==> config.mk <==
export PLATFORM = sky130hd
export DESIGN_NAME = flash_prog_regs
export DESIGN_NICKNAME = d
export VERILOG_FILES = /design/src/rtl/fpr_pkg.sv /design/src/rtl/fpr_wbuf.sv /design/src/rtl/fpr_seq.sv /design/src/rtl/fpr_cache.sv /design/src/rtl/flash_prog_regs.sv
export SDC_FILE = /design/constraint.sdc
export NUM_CORES = 1
export LEC_CHECK = 0
export ABC_AREA = 1
export BUFFER_PORTS_ARGS = -buffer_cell sky130_fd_sc_hd__buf_2
export CAP_MARGIN = 20
export CORE_UTILIZATION = 53
export CTS_CLUSTER_DIAMETER = 200
export CTS_CLUSTER_SIZE = 40
export DETAILED_ROUTE_END_ITERATION = 8
export PLACE_DENSITY = 0.93
export SLEW_MARGIN = 20
export SYNTH_ARGS = -nofsm -noshare
export SYNTH_HDL_FRONTEND = slang
export SYNTH_SLANG_ARGS = --single-unit
export TNS_END_PERCENT = 5
==> constraint.sdc <==
create_clock -name clk -period 5.75 [get_ports clk]
set_input_delay 1.15 -clock clk [delete_from_list [all_inputs] [get_ports clk]]
set_output_delay 1.15 -clock clk [all_outputs]
set_load 0.01 [all_outputs]
==> src/rtl/fpr_pkg.sv <==
package fpr_pkg;
  localparam logic [1:0] OFS_CTRL    = 2'd0;
  localparam logic [1:0] OFS_ADDR_LO = 2'd1;
  localparam logic [1:0] OFS_ADDR_HI = 2'd2;
  localparam logic [1:0] OFS_DATA    = 2'd3;

  localparam logic [1:0] CACHE_MODE_RESET = 2'b01;

  typedef enum logic [1:0] {
    PH_IDLE  = 2'd0,
    PH_ERASE = 2'd1,
    PH_WRITE = 2'd2
  } phase_t;
endpackage

==> src/rtl/fpr_wbuf.sv <==
module fpr_wbuf #(
  parameter int BYTES = 4
) (
  input  logic               clk,
  input  logic               rst_n,
  input  logic               clear,
  input  logic               byte_we,
  input  logic [7:0]         byte_in,
  input  logic               drain_en,
  input  logic               out_ready,
  output logic               out_valid,
  output logic [8*BYTES-1:0] out_data,
  output logic               full,
  output logic               byte_taken
);
  localparam int CW = $clog2(BYTES + 1);

  logic [CW-1:0]      count;
  logic [8*BYTES-1:0] data_q;

  assign full       = (count == CW'(BYTES));
  assign byte_taken = byte_we && !full;
  assign out_valid  = full && drain_en;
  assign out_data   = data_q;

  always_ff @(posedge clk) begin
    if (!rst_n) begin
      count  <= '0;
      data_q <= '0;
    end else if (clear) begin
      count <= '0;
    end else if (out_valid && out_ready) begin
      count <= '0;
    end else if (byte_taken) begin
      for (int i = 0; i < BYTES; i++) begin
        if (count == CW'(i)) data_q[8*i +: 8] <= byte_in;
      end
      count <= count + CW'(1);
    end
  end
endmodule

==> src/rtl/fpr_seq.sv <==
module fpr_seq
  import fpr_pkg::*;
#(
  parameter int TIMEOUT = 256
) (
  input  logic clk,
  input  logic rst_n,
  input  logic ctrl_we,
  input  logic req_erase,
  input  logic req_write,
  input  logic page_locked,
  input  logic erase_done,
  input  logic buf_full,
  input  logic byte_taken,
  output logic erase_bit,
  output logic write_bit,
  output logic abort_bit,
  output logic erase_start,
  output logic buf_clear,
  output logic drain_en
);
  localparam int TW = $clog2(TIMEOUT + 1);

  phase_t        phase;
  logic [TW-1:0] idle_cnt;
  logic          lock_hit;
  logic          time_up;

  assign lock_hit  = (phase == PH_WRITE) && buf_full && page_locked;
  assign time_up   = (phase == PH_WRITE) && !buf_full && !byte_taken &&
                     (idle_cnt == TW'(TIMEOUT - 1));
  assign buf_clear = lock_hit || time_up;
  assign drain_en  = (phase == PH_WRITE) && !page_locked;

  always_ff @(posedge clk) begin
    if (!rst_n) begin
      phase       <= PH_IDLE;
      idle_cnt    <= '0;
      erase_bit   <= 1'b0;
      write_bit   <= 1'b0;
      abort_bit   <= 1'b0;
      erase_start <= 1'b0;
    end else begin
      erase_start <= 1'b0;
      unique case (phase)
        PH_IDLE: begin
          if (ctrl_we && (req_erase || req_write)) begin
            if (page_locked) begin
              abort_bit <= 1'b1;
            end else begin
              abort_bit <= 1'b0;
              idle_cnt  <= '0;
              write_bit <= req_write;
              if (req_erase) begin
                erase_bit   <= 1'b1;
                erase_start <= 1'b1;
                phase       <= PH_ERASE;
              end else begin
                phase <= PH_WRITE;
              end
            end
          end
        end
        PH_ERASE: begin
          if (erase_done) begin
            erase_bit <= 1'b0;
            idle_cnt  <= '0;
            phase     <= write_bit ? PH_WRITE : PH_IDLE;
          end
        end
        PH_WRITE: begin
          if (lock_hit) begin
            abort_bit <= 1'b1;
            write_bit <= 1'b0;
            phase     <= PH_IDLE;
          end else if (byte_taken || buf_full) begin
            idle_cnt <= '0;
          end else if (time_up) begin
            write_bit <= 1'b0;
            phase     <= PH_IDLE;
          end else begin
            idle_cnt <= idle_cnt + TW'(1);
          end
        end
        default: phase <= PH_IDLE;
      endcase
    end
  end
endmodule

==> src/rtl/fpr_cache.sv <==
module fpr_cache
  import fpr_pkg::*;
(
  input  logic       clk,
  input  logic       rst_n,
  input  logic       mode_we,
  input  logic [1:0] mode_in,
  input  logic       ack,
  output logic [1:0] cur_mode,
  output logic       req,
  output logic [1:0] req_mode
);
  always_ff @(posedge clk) begin
    if (!rst_n) begin
      cur_mode <= CACHE_MODE_RESET;
      req      <= 1'b0;
      req_mode <= CACHE_MODE_RESET;
    end else if (req) begin
      if (ack) begin
        cur_mode <= req_mode;
        req      <= 1'b0;
      end
    end else if (mode_we && (mode_in != cur_mode)) begin
      req      <= 1'b1;
      req_mode <= mode_in;
    end
  end
endmodule

==> src/rtl/flash_prog_regs.sv <==
module flash_prog_regs
  import fpr_pkg::*;
#(
  parameter int PAGE_W        = 7,
  parameter int BUF_BYTES     = 4,
  parameter int WRITE_TIMEOUT = 256
) (
  input  logic                     clk,
  input  logic                     rst_n,
  input  logic [1:0]               reg_addr,
  input  logic                     reg_we,
  input  logic [7:0]               reg_wdata,
  output logic [7:0]               reg_rdata,
  input  logic [(1<<PAGE_W)-1:0]   page_lock,
  output logic                     erase_start,
  output logic [PAGE_W-1:0]        erase_page,
  input  logic                     erase_done,
  output logic                     word_valid,
  input  logic                     word_ready,
  output logic [15:0]              word_addr,
  output logic [8*BUF_BYTES-1:0]   word_data,
  output logic [1:0]               cache_mode,
  output logic                     cache_req,
  output logic [1:0]               cache_req_mode,
  input  logic                     cache_ack
);
  localparam int WORD_W = 8 * BUF_BYTES;

  logic [7:0]        addr_lo, addr_hi;
  logic [PAGE_W-1:0] page_sel;
  logic              page_locked;
  logic              ctrl_we, data_we;
  logic              erase_bit, write_bit, abort_bit;
  logic              buf_clear, drain_en, buf_full, byte_taken;
  logic              word_done;
  logic [WORD_W-1:0] buf_word;

  assign page_sel    = addr_hi[7 -: PAGE_W];
  assign page_locked = page_lock[page_sel];
  assign ctrl_we     = reg_we && (reg_addr == OFS_CTRL);
  assign data_we     = reg_we && (reg_addr == OFS_DATA) && write_bit;
  assign word_done   = word_valid && word_ready;
  assign word_addr   = {addr_hi, addr_lo};
  assign word_data   = buf_word;
  assign erase_page  = page_sel;

  fpr_seq #(.TIMEOUT(WRITE_TIMEOUT)) u_seq (
    .clk        (clk),
    .rst_n      (rst_n),
    .ctrl_we    (ctrl_we),
    .req_erase  (reg_wdata[0]),
    .req_write  (reg_wdata[1]),
    .page_locked(page_locked),
    .erase_done (erase_done),
    .buf_full   (buf_full),
    .byte_taken (byte_taken),
    .erase_bit  (erase_bit),
    .write_bit  (write_bit),
    .abort_bit  (abort_bit),
    .erase_start(erase_start),
    .buf_clear  (buf_clear),
    .drain_en   (drain_en)
  );

  fpr_wbuf #(.BYTES(BUF_BYTES)) u_wbuf (
    .clk       (clk),
    .rst_n     (rst_n),
    .clear     (buf_clear),
    .byte_we   (data_we),
    .byte_in   (reg_wdata),
    .drain_en  (drain_en),
    .out_ready (word_ready),
    .out_valid (word_valid),
    .out_data  (buf_word),
    .full      (buf_full),
    .byte_taken(byte_taken)
  );

  fpr_cache u_cache (
    .clk     (clk),
    .rst_n   (rst_n),
    .mode_we (ctrl_we),
    .mode_in (reg_wdata[3:2]),
    .ack     (cache_ack),
    .cur_mode(cache_mode),
    .req     (cache_req),
    .req_mode(cache_req_mode)
  );

  always_ff @(posedge clk) begin
    if (!rst_n) begin
      addr_lo <= '0;
      addr_hi <= '0;
    end else if (word_done) begin
      {addr_hi, addr_lo} <= {addr_hi, addr_lo} + 16'd1;
    end else if (reg_we && (reg_addr == OFS_ADDR_LO)) begin
      addr_lo <= reg_wdata;
    end else if (reg_we && (reg_addr == OFS_ADDR_HI)) begin
      addr_hi <= reg_wdata;
    end
  end

  always_comb begin
    unique case (reg_addr)
      OFS_CTRL:    reg_rdata = {write_bit | erase_bit, buf_full, abort_bit, 1'b0,
                                cache_mode, write_bit, erase_bit};
      OFS_ADDR_LO: reg_rdata = addr_lo;
      OFS_ADDR_HI: reg_rdata = addr_hi;
      default:     reg_rdata = 8'h00;
    endcase
  end
endmodule

# Yosys cells after proc, flatten, opt, wreduce, memory -nomap -nowiden

Index checks and enable logic that the tools add are counted.

Logic and storage cells: 135
Input bits: 144
Output and inout bits: 70
Bits in registers: 71

Add/sub/neg operators: 3
Eq/ne operators: 21
Reduce and logical (&&, ||, !) cells: 44
Muxes and demuxes: 43
Bitwise operators: 7
Magnitude comparators: 1

Operator list:

| kind                                                        | number |
|---|---|
| 2-to-1 mux 9 bit                                            | 6 |
| 2-to-1 mux 8 bit                                            | 5 |
| one-hot mux 9 bit (3 select lines)                          | 1 |
| one-hot mux 8 bit (3 select lines)                          | 1 |
| 2-to-1 mux 1 bit                                            | 17 |
| adder 16 x 1 -> 16 bit (second input constant)              | 1 |
| logical AND 1 bit                                           | 16 |
| 2-to-1 mux 2 bit                                            | 8 |
| AND reduction 4 bit                                         | 4 |
| AND reduction 5 bit                                         | 3 |
| inequality test 2 bit (second input constant)               | 5 |
| adder 9 x 1 -> 9 bit (second input constant)                | 1 |
| equality test 9 x 8 -> 1 bit (second input constant)        | 1 |
| less-than comparator 7 x 8 -> 1 bit (second input constant) | 1 |
| nonzero test 2 bit                                          | 4 |
| binary-select mux 1 bit (select 7 bit)                      | 1 |
| equality test 2 bit (second input constant)                 | 3 |
| equality test 3 x 2 -> 1 bit (second input constant)        | 2 |
| inverter 1 bit                                              | 6 |
| one-hot mux 1 bit (2 select lines)                          | 3 |
| one-hot mux 2 bit (3 select lines)                          | 1 |
| AND reduction 2 bit                                         | 3 |
| AND reduction 6 bit                                         | 1 |
| equality test 2 x 1 -> 1 bit (second input constant)        | 2 |
| 17 further kinds                                            | 23 |

# Depth between registers and ports, before layout

Gate-level depths: netlist (run 1).

Depth in word-level cells: 11
Mapped depth: 20
Depth with buffers taken out: 18

# Hierarchy

A second synthesis (run 1) with hierarchy kept.

Cells, all modules: 984
Area, all modules: 5,669.2 µm²

Modules (own cells, without submodules):

| module          | cells each | times used | sequential area each (µm²) | area an instance (µm²) |
|---|---|---|---|---|
| flash_prog_regs | 557        | 1          | 320.3                      | 2,747.6 |
| fpr_wbuf        | 245        | 1          | 700.7                      | 1,707.9 |
| fpr_seq         | 147        | 1          | 300.3                      | 972.2 |
| fpr_cache       | 35         | 1          | 100.1                      | 241.5 |

# Worst setup path before layout (run 1)

Ideal clock, no wire load.

Path kind: input to output
Start point: input page_lock[45]
End point: output word_valid
Required time: 4.600 ns
Stages on the path: 14
Arrival: 2.208 ns
Path slack: 2.392 ns
Path through: inv_1 nand2_1 nand3_1 nand2_1 nand2_1 nand2_1 inv_1 nand2_1 nand2_1 nand2_1 nor2_1 nand2_2 a21boi_4 buf_4

Word-level cells in the longest chain between the ends: 5

Ends and longest elaborated chain:

| element                                | RTL line              | RTL |
|---|---|---|
| from (decl)                            | flash_prog_regs.sv:14 | `input logic [(1<<PAGE_W)-1:0] page_lock,` |
| binary-select mux 1 bit (select 7 bit) | flash_prog_regs.sv:39 | `assign page_locked = page_lock[page_sel];` |
| 2-to-1 mux 1 bit (implied by the code) | flash_prog_regs.sv:39 |  |
| zero test 1 bit                        | fpr_seq.sv:33         | `assign drain_en = (phase == PH_WRITE) && !page_locked;` |
| logical AND 1 bit                      | fpr_seq.sv:33         |  |
| logical AND 1 bit                      | fpr_wbuf.sv:23        | `assign out_valid = full && drain_en;` |
| to (decl)                              | flash_prog_regs.sv:18 | `output logic word_valid,` |

No other way between the ends. The select of a mux whose other input is x is not followed.

# Worst setup path in the final report (run 1)

Start point: register addr_hi[2]
End point: output word_valid

Word-level cells in the longest chain between the ends: 5

Ends and longest elaborated chain:

| element                                | RTL line              | RTL |
|---|---|---|
| from (decl)                            | flash_prog_regs.sv:29 | `logic [7:0] addr_lo, addr_hi;` |
| from (signal assigned)                 | flash_prog_regs.sv:95 | `{addr_hi, addr_lo} <= {addr_hi, addr_lo} + 16'd1;` |
| from (signal assigned)                 | flash_prog_regs.sv:99 | `addr_hi <= reg_wdata;` |
| binary-select mux 1 bit (select 7 bit) | flash_prog_regs.sv:39 |  |
| 2-to-1 mux 1 bit (implied by the code) | flash_prog_regs.sv:39 |  |
| zero test 1 bit                        | fpr_seq.sv:33         |  |
| logical AND 1 bit                      | fpr_seq.sv:33         |  |
| logical AND 1 bit                      | fpr_wbuf.sv:23        |  |

No other way between the ends. The select of a mux whose other input is x is not followed.

==> flow_summary.toml, run 1 <==
[clock_network]
clk_pin_slew_worst_paths_ps = 80
hold_buffers = 0
clk_latency_ps = 350
clkSinkCount = 71
clock_tree.buffer_depth = 2
htreeDepth = 3
cts_root_buf = "clkbuf_8"
cts_setup_buffers = 0
ctsResizeCount = 0
cts_inserted_buffers = 9
cts_tree = "built"

[timing]
fin_tns_setup_ps = 0
hold_viol = 0
fin_ws_ps = 1501
max_slew_margin_pct = 38.78
drv_slew = 0
fmax_ghz = 0.2354
setup_viol = 0
tightest_slew_ps = 918.3
skew_ps = 6.314
post-route-period-util_pct = 73.89
rsz0062_at_grt = "false"
period_needed_ps = 4249

[worst_setup_path]
ff2ff_path_depth = 17
worstPathCellList = "inv_2, nand3_1, nand2_1, nand2_1, nand2_1, inv_1, nand2_1, nand2_1, nand2_1, nor2_1, nand2_2, a21boi_4, buf_2"
critPathMaxFanout = 27
crit_slowest_cell = "dfxtp_1"
worstPathArrival_ps = 3100
cp-end-kind = "output port"
startpoint_type = "flop"
critPathKind = "reg -> out"
crit_top_cell = "nand2_1"
crit_path_max_incr_delay_ps = 840
cp.required_ps = 4600

[routing]
drc = 0
drt_iter0_drc = 530
firstDrtPassIters = 5
routed_via_density = 5.336
via_count = 6414
totalWireLength_um = 16880
antenna_left = 0
post_drt_wl_per_cell_um = 14.04

[placement]
dp.cells = 1185
dp_hpwl_um = 12180
gp_congestion = 0.9205
numPortBuffers = 213
place_ws_ps = 1850

[synth]
synth_fp_nets = 1047
yosysTopAreaCell = "dfxtp_1"
synth_flop_cell = "dfxtp_1"
synth_edf_count = 0
netlist_instances = 895
syn_avg_cell_area_um2 = 5.862
ys_ff_latch = 71
yosysWarnings = 0
synthArstFlopShare_pct = 0
synthDominantCellAreaShare_pct = 27.09
syn_area_mm2 = 0.005246
synth.distinct_cells = 33
synth_area_leaders = "dfxtp_1 27%, nand2_1 14%, nand3_1 12%, inv_1 9.6%, nor2_1 8.7%"
seq_area_frac_synth_pct = 27.09

[die]
ios = 214
dieArea_mm2 = 0.01030
core-area_mm2 = 0.009415
die_h_um = 101.5
start_util_pct = 55.72
rows = 35
die_w_um = 101.5

[cells_and_area]
nets = 1219
synthToLayoutAreaGrowth_pct = 21.97
fin_cells = 1202
drive_gt1_share_pct = 22.76
fin_util_pct = 67.96

[power]
fin_total_pwr_mw = 1.227
ir_worst_vdd_v = 0.0001430
power_density_mw_per_mm2 = 191.7
p_leak_nw = 3.405

[global_routing]
grt_max_degree = 66
overflow = 0
grt_pass1_wl_um = 26310
antenna_found_initial = 0
first_global_vias = 5603
grt_util_all_layers_pct = 32.43

[worst_hold_path]
hold_depth = 2
min_path_type = "reg -> reg"

[outcome]
outcome = "finished clean"

[run]
maxCapViolations = 0
cell usage in the layout (no fill, tap or decap), drive strengths merged, types with 2 or more instances in the layout:
| cell type | n |
|---|---|
| nor3 | 6 |
| a21oi | 46 |
| clkinv | 5 |
| nand3 | 130 |
| inv | 137 |
| o21ai | 65 |
| xnor2 | 3 |
| or2 | 2 |
| xor2 | 16 |
| dfxtp | 71 |
| o211ai | 13 |
| o221ai | 4 |
| nor2 | 123 |
| nand2 | 205 |
| nand4 | 5 |
| buf | 215 |
| ha | 8 |
| clkbuf | 9 |
| bufinv | 2 |
logic make-up (layout without fill, tap and decap cells):
group | count (synthesis) | after routing | share of synthesized area, %
other | 0 | 1 | 0
XOR/XNOR | 19 | 19 | 3.172
flip-flops | 71 | 71 | 27.09
AO/OA/AOI/OAI | 133 | 133 | 14.07
adder cells (fa/ha/maj) | 8 | 8 | 1.908
buffers and inverters | 192 | 369 | 15.84
AND/OR/NAND/NOR | 472 | 472 | 37.92
final timing paths:
| path | start | to | slack [ps] |
|---|---|---|---|
| max | addr_hi[2] | word_valid | 1500 |
| min | u_wbuf.out_data[18] | u_wbuf.out_data[18] | 450 |
| max reg2reg | addr_hi[2] | addr_lo[2] | 2420 |
| min reg2reg | u_wbuf.out_data[18] | u_wbuf.out_data[18] | 450 |
critical path: cells and delay by family (launching register included):
| kind | cells | cell delay (ps) |
|---|---|---|
| and+or+nand+nor | 9 | 750 |
| DFF | 1 | 840 |
| buffers and inverters | 3 | 680 |
| AOI/OAI and AO/OA | 1 | 440 |
through the flow:
stage	area, um2	hold WS, ps
2_1_floorplan	5246	439.1
3_3_place_gp	6177	430.8
3_5_place_dp	6177	434.0
4_1_cts	6396	445.5
5_1_grt	6396	463.8
6_report	6399	445.2
metal layers:
metal	GRT usage, %	vias to the layer above	part of all wire, %
li1	-	3174	-
met1	41.15	2774	41
met2	51.70	390	45
met3	9.179	76	10
met4	13.60	0	4.1
met5	0	-	0
synth_stat cells, types with 2 or more instances:
cell	n
a21oi_1	46
buf_1	2
buf_2	10
buf_4	16
buf_6	5
clkbuf_1	21
clkinv_1	2
dfxtp_1	71
ha_1	8
inv_1	134
inv_2	2
nand2_1	202
nand2_2	3
nand3_1	128
nand3_2	2
nand4_1	4
nor2_1	122
nor3_1	6
o211ai_1	13
o21ai_0	55
o21ai_1	10
o221ai_1	4
or2_2	2
xnor2_1	3
xor2_1	16
sequential cells by signal, indices dropped and copies added (netlist names):
register           flops
addr_hi                8
addr_lo                8
u_cache.cur_mode       2
u_cache.req            1
u_cache.req_mode       2
u_seq.abort_bit        1
u_seq.erase_bit        1
u_seq.erase_start      1
u_seq.idle_cnt         9
u_seq.phase            2
u_seq.write_bit        1
u_wbuf.count           3
u_wbuf.out_data       32
area by class of cell:
class	count	area, um2
Inverter	138	518.0
Clock inverter	7	95.09
Sequential cell	71	1423
Antenna cell	1	2.502
Multi-Input combinational cell	632	2994
Tap cell	129	161.4
Clock buffer	9	123.9
Timing Repair Buffer	215	1081
Fill cell	832	3017
report_power, final:
group	switching [mW]	internal (mW)	total, mW
logic	0.153	0.0993	0.253
registers	0.0196	0.508	0.528
clock network	0.201	0.245	0.446
(Power assumes the default switching activity.)
==> run 2, diff against run 1 <==
--- a/config.mk
+++ b/config.mk
@@ -8,11 +8,11 @@
 export ABC_AREA = 1
 export BUFFER_PORTS_ARGS = -buffer_cell sky130_fd_sc_hd__buf_2
 export CAP_MARGIN = 20
-export CORE_UTILIZATION = 53
+export CORE_UTILIZATION = 45
 export CTS_CLUSTER_DIAMETER = 200
 export CTS_CLUSTER_SIZE = 40
 export DETAILED_ROUTE_END_ITERATION = 8
-export PLACE_DENSITY = 0.93
+export PLACE_DENSITY = 0.84
 export SLEW_MARGIN = 20
 export SYNTH_ARGS = -nofsm -noshare
 export SYNTH_HDL_FRONTEND = slang
==> constraint.sdc (replaced) <==
create_clock -name clk -period 3.5 [get_ports clk]
set_input_delay 0.7 -clock clk [delete_from_list [all_inputs] [get_ports clk]]
set_output_delay 0.7 -clock clk [all_outputs]
set_load 0.01 [all_outputs]
==> run 2 against run 1 <==
Against the previous run: die area grew 17%; first-iteration DRC count grew 41%; non-clock buffer count grew 6; register-to-register slack lost 1900 ps; clock power grew 110%; worst setup slack lost 1200 ps; sequential power grew 64%; largest cell class unchanged; largest power group is now the clock network.
==> flow_summary.toml, run 2 (synthesized netlist as in run 1, its figures left out) <==
[worst_hold_path]
min_path_type = "reg -> reg"
hold_depth = 2

[routing]
drc = 0
routed_via_density = 5.215
totalWireLength_um = 17210
post_drt_wl_per_cell_um = 14.10
via_count = 6368
drt_iter0_drc = 745
firstDrtPassIters = 6
antenna_left = 0

[power]
power_frac_comb_pct = 19.1
clkPwrFrac_pct = 41.7
switching_share_pct = 29.49
p_switching_mw = 0.6513
intPower_mw = 1.557
ir_worst_vdd_v = 0.0002546
power_density_mw_per_mm2 = 337.7
seq_power_share_pct = 39.1
p_leak_nw = 3.460

[worst_setup_path]
startpoint_type = "flop"
critPathKind = "reg -> out"
cp.required_ps = 2800
worstPathArrival_ps = 2480
ff2ff_path_depth = 16
reg2reg_setup_slack_ps = 530
cp-end-kind = "output port"
critPathMaxFanout = 77

[global_routing]
grt_pass1_wl_um = 26340
grt_util_all_layers_pct = 27.93
grt_max_degree = 78
antenna_found_initial = 0
overflow = 0
first_global_vias = 5482

[clock_network]
cts_inserted_buffers = 9
htreeDepth = 3
clock_tree.buffer_depth = 2
clk_latency_ps = 340
ctsResizeCount = 0
cts_tree = "built"
clkSinkCount = 71
cts_setup_buffers = 0
clk_pin_slew_worst_paths_ps = 60
cts_root_buf = "clkbuf_16"
hold_buffers = 0

[cells_and_area]
nets = 1225
multiInputGateArea_mm2 = 0.002994
final_common_cell = "buf_2"
fin_area_mm2 = 0.006539
drive_gt1_share_pct = 23.10
nFillCells = 1124
largest_reg_flops = 32
final_cell_mix = "213 x buf_2, 202 x nand2_1, 134 x inv_1"
fin_cells = 1221
num_antenna_cells = 0
synthToLayoutAreaGrowth_pct = 24.64
seq_area_mm2 = 0.001423

[placement]
numPortBuffers = 213
gp_congestion = 0.9200
dpl-instance-area_mm2 = 0.006240
dp_hpwl_um = 12630
place_ws_ps = 634.7
dp.cells = 1205

[run]
maxCapViolations = 0

[timing]
hold_ws_ps = 441.7
period_needed_ps = 3180
fmax_ghz = 0.3145
rsz0062_at_grt = "false"
skew_ps = 4.659
setup_viol = 0
fin_ws_ps = 320.4
drv_slew = 0
hold_viol = 0
post-route-period-util_pct = 90.85
fin_tns_setup_ps = 0
tightest_slew_ps = 683.8
max_slew_margin_pct = 54.42

[die]
dieArea_mm2 = 0.01209
start_util_pct = 46.14
ios = 214
rows = 39
core-area_mm2 = 0.01137
die_w_um = 110.0
die_h_um = 110.0

[outcome]
outcome = "finished clean"
## run 2: layout make-up
| type | instances | share of cell area [%] |
|---|---|---|
| multi-input combinational | 632 | 45.79 |
| sequential | 71 | 21.76 |
| timing repair buffer | 221 | 17.22 |
| inverter | 138 | 7.922 |
| clock buffer | 10 | 3.502 |
| tap | 143 | 2.736 |
| clock inverter | 6 | 1.072 |
## run 2: metal layers
metal	track usage (%)	vias to the layer above	share of wire (%)
li1	-	3183	-
met1	35.76	2821	43
met2	45.45	307	45
met3	5.585	57	8.5
met4	12.10	0	3.6
met5	0	-	0
## run 2: worst paths after layout
kind | from | endpoint
worst max register to register | addr_hi[1] | addr_hi[0]
worst min register to register | u_wbuf.out_data[1] | u_wbuf.out_data[1]
worst min-delay path | u_wbuf.out_data[1] | u_wbuf.out_data[1]
worst max-delay path | addr_hi[1] | word_valid
## run 2: stage by stage
step / utilization (%) / power (mW)
6_report: 57.51 / 2.208
2_1_floorplan: - / 1.136
3_5_place_dp: 54.88 / 1.293
3_3_place_gp: 54.88 / 1.290
4_1_cts: 57.51 / 2.204
5_1_grt: 57.51 / 2.306
## run 2: power by group through the flow
stage               registers (mW)  clock network, mW  logic (mW)
floorplan                    0.876                  0       0.260
global placement             0.880                  0       0.410
detailed placement           0.881                  0       0.413
CTS                          0.864              0.923       0.418
global route                 0.867              0.959       0.479
finish                       0.864              0.921       0.422
## run 2: worst max-delay path, stage by stage (launching register included)
cell	delay, ps
dfxtp_2	330
buf_4	550
nand2_1	110
o211ai_1	110
nand2_1	120
nand2_1	80
nand2_1	50
nor2_1	100
nand2_1	70
nand3_1	110
nand2_2	130
a21boi_4	210
buf_2	170
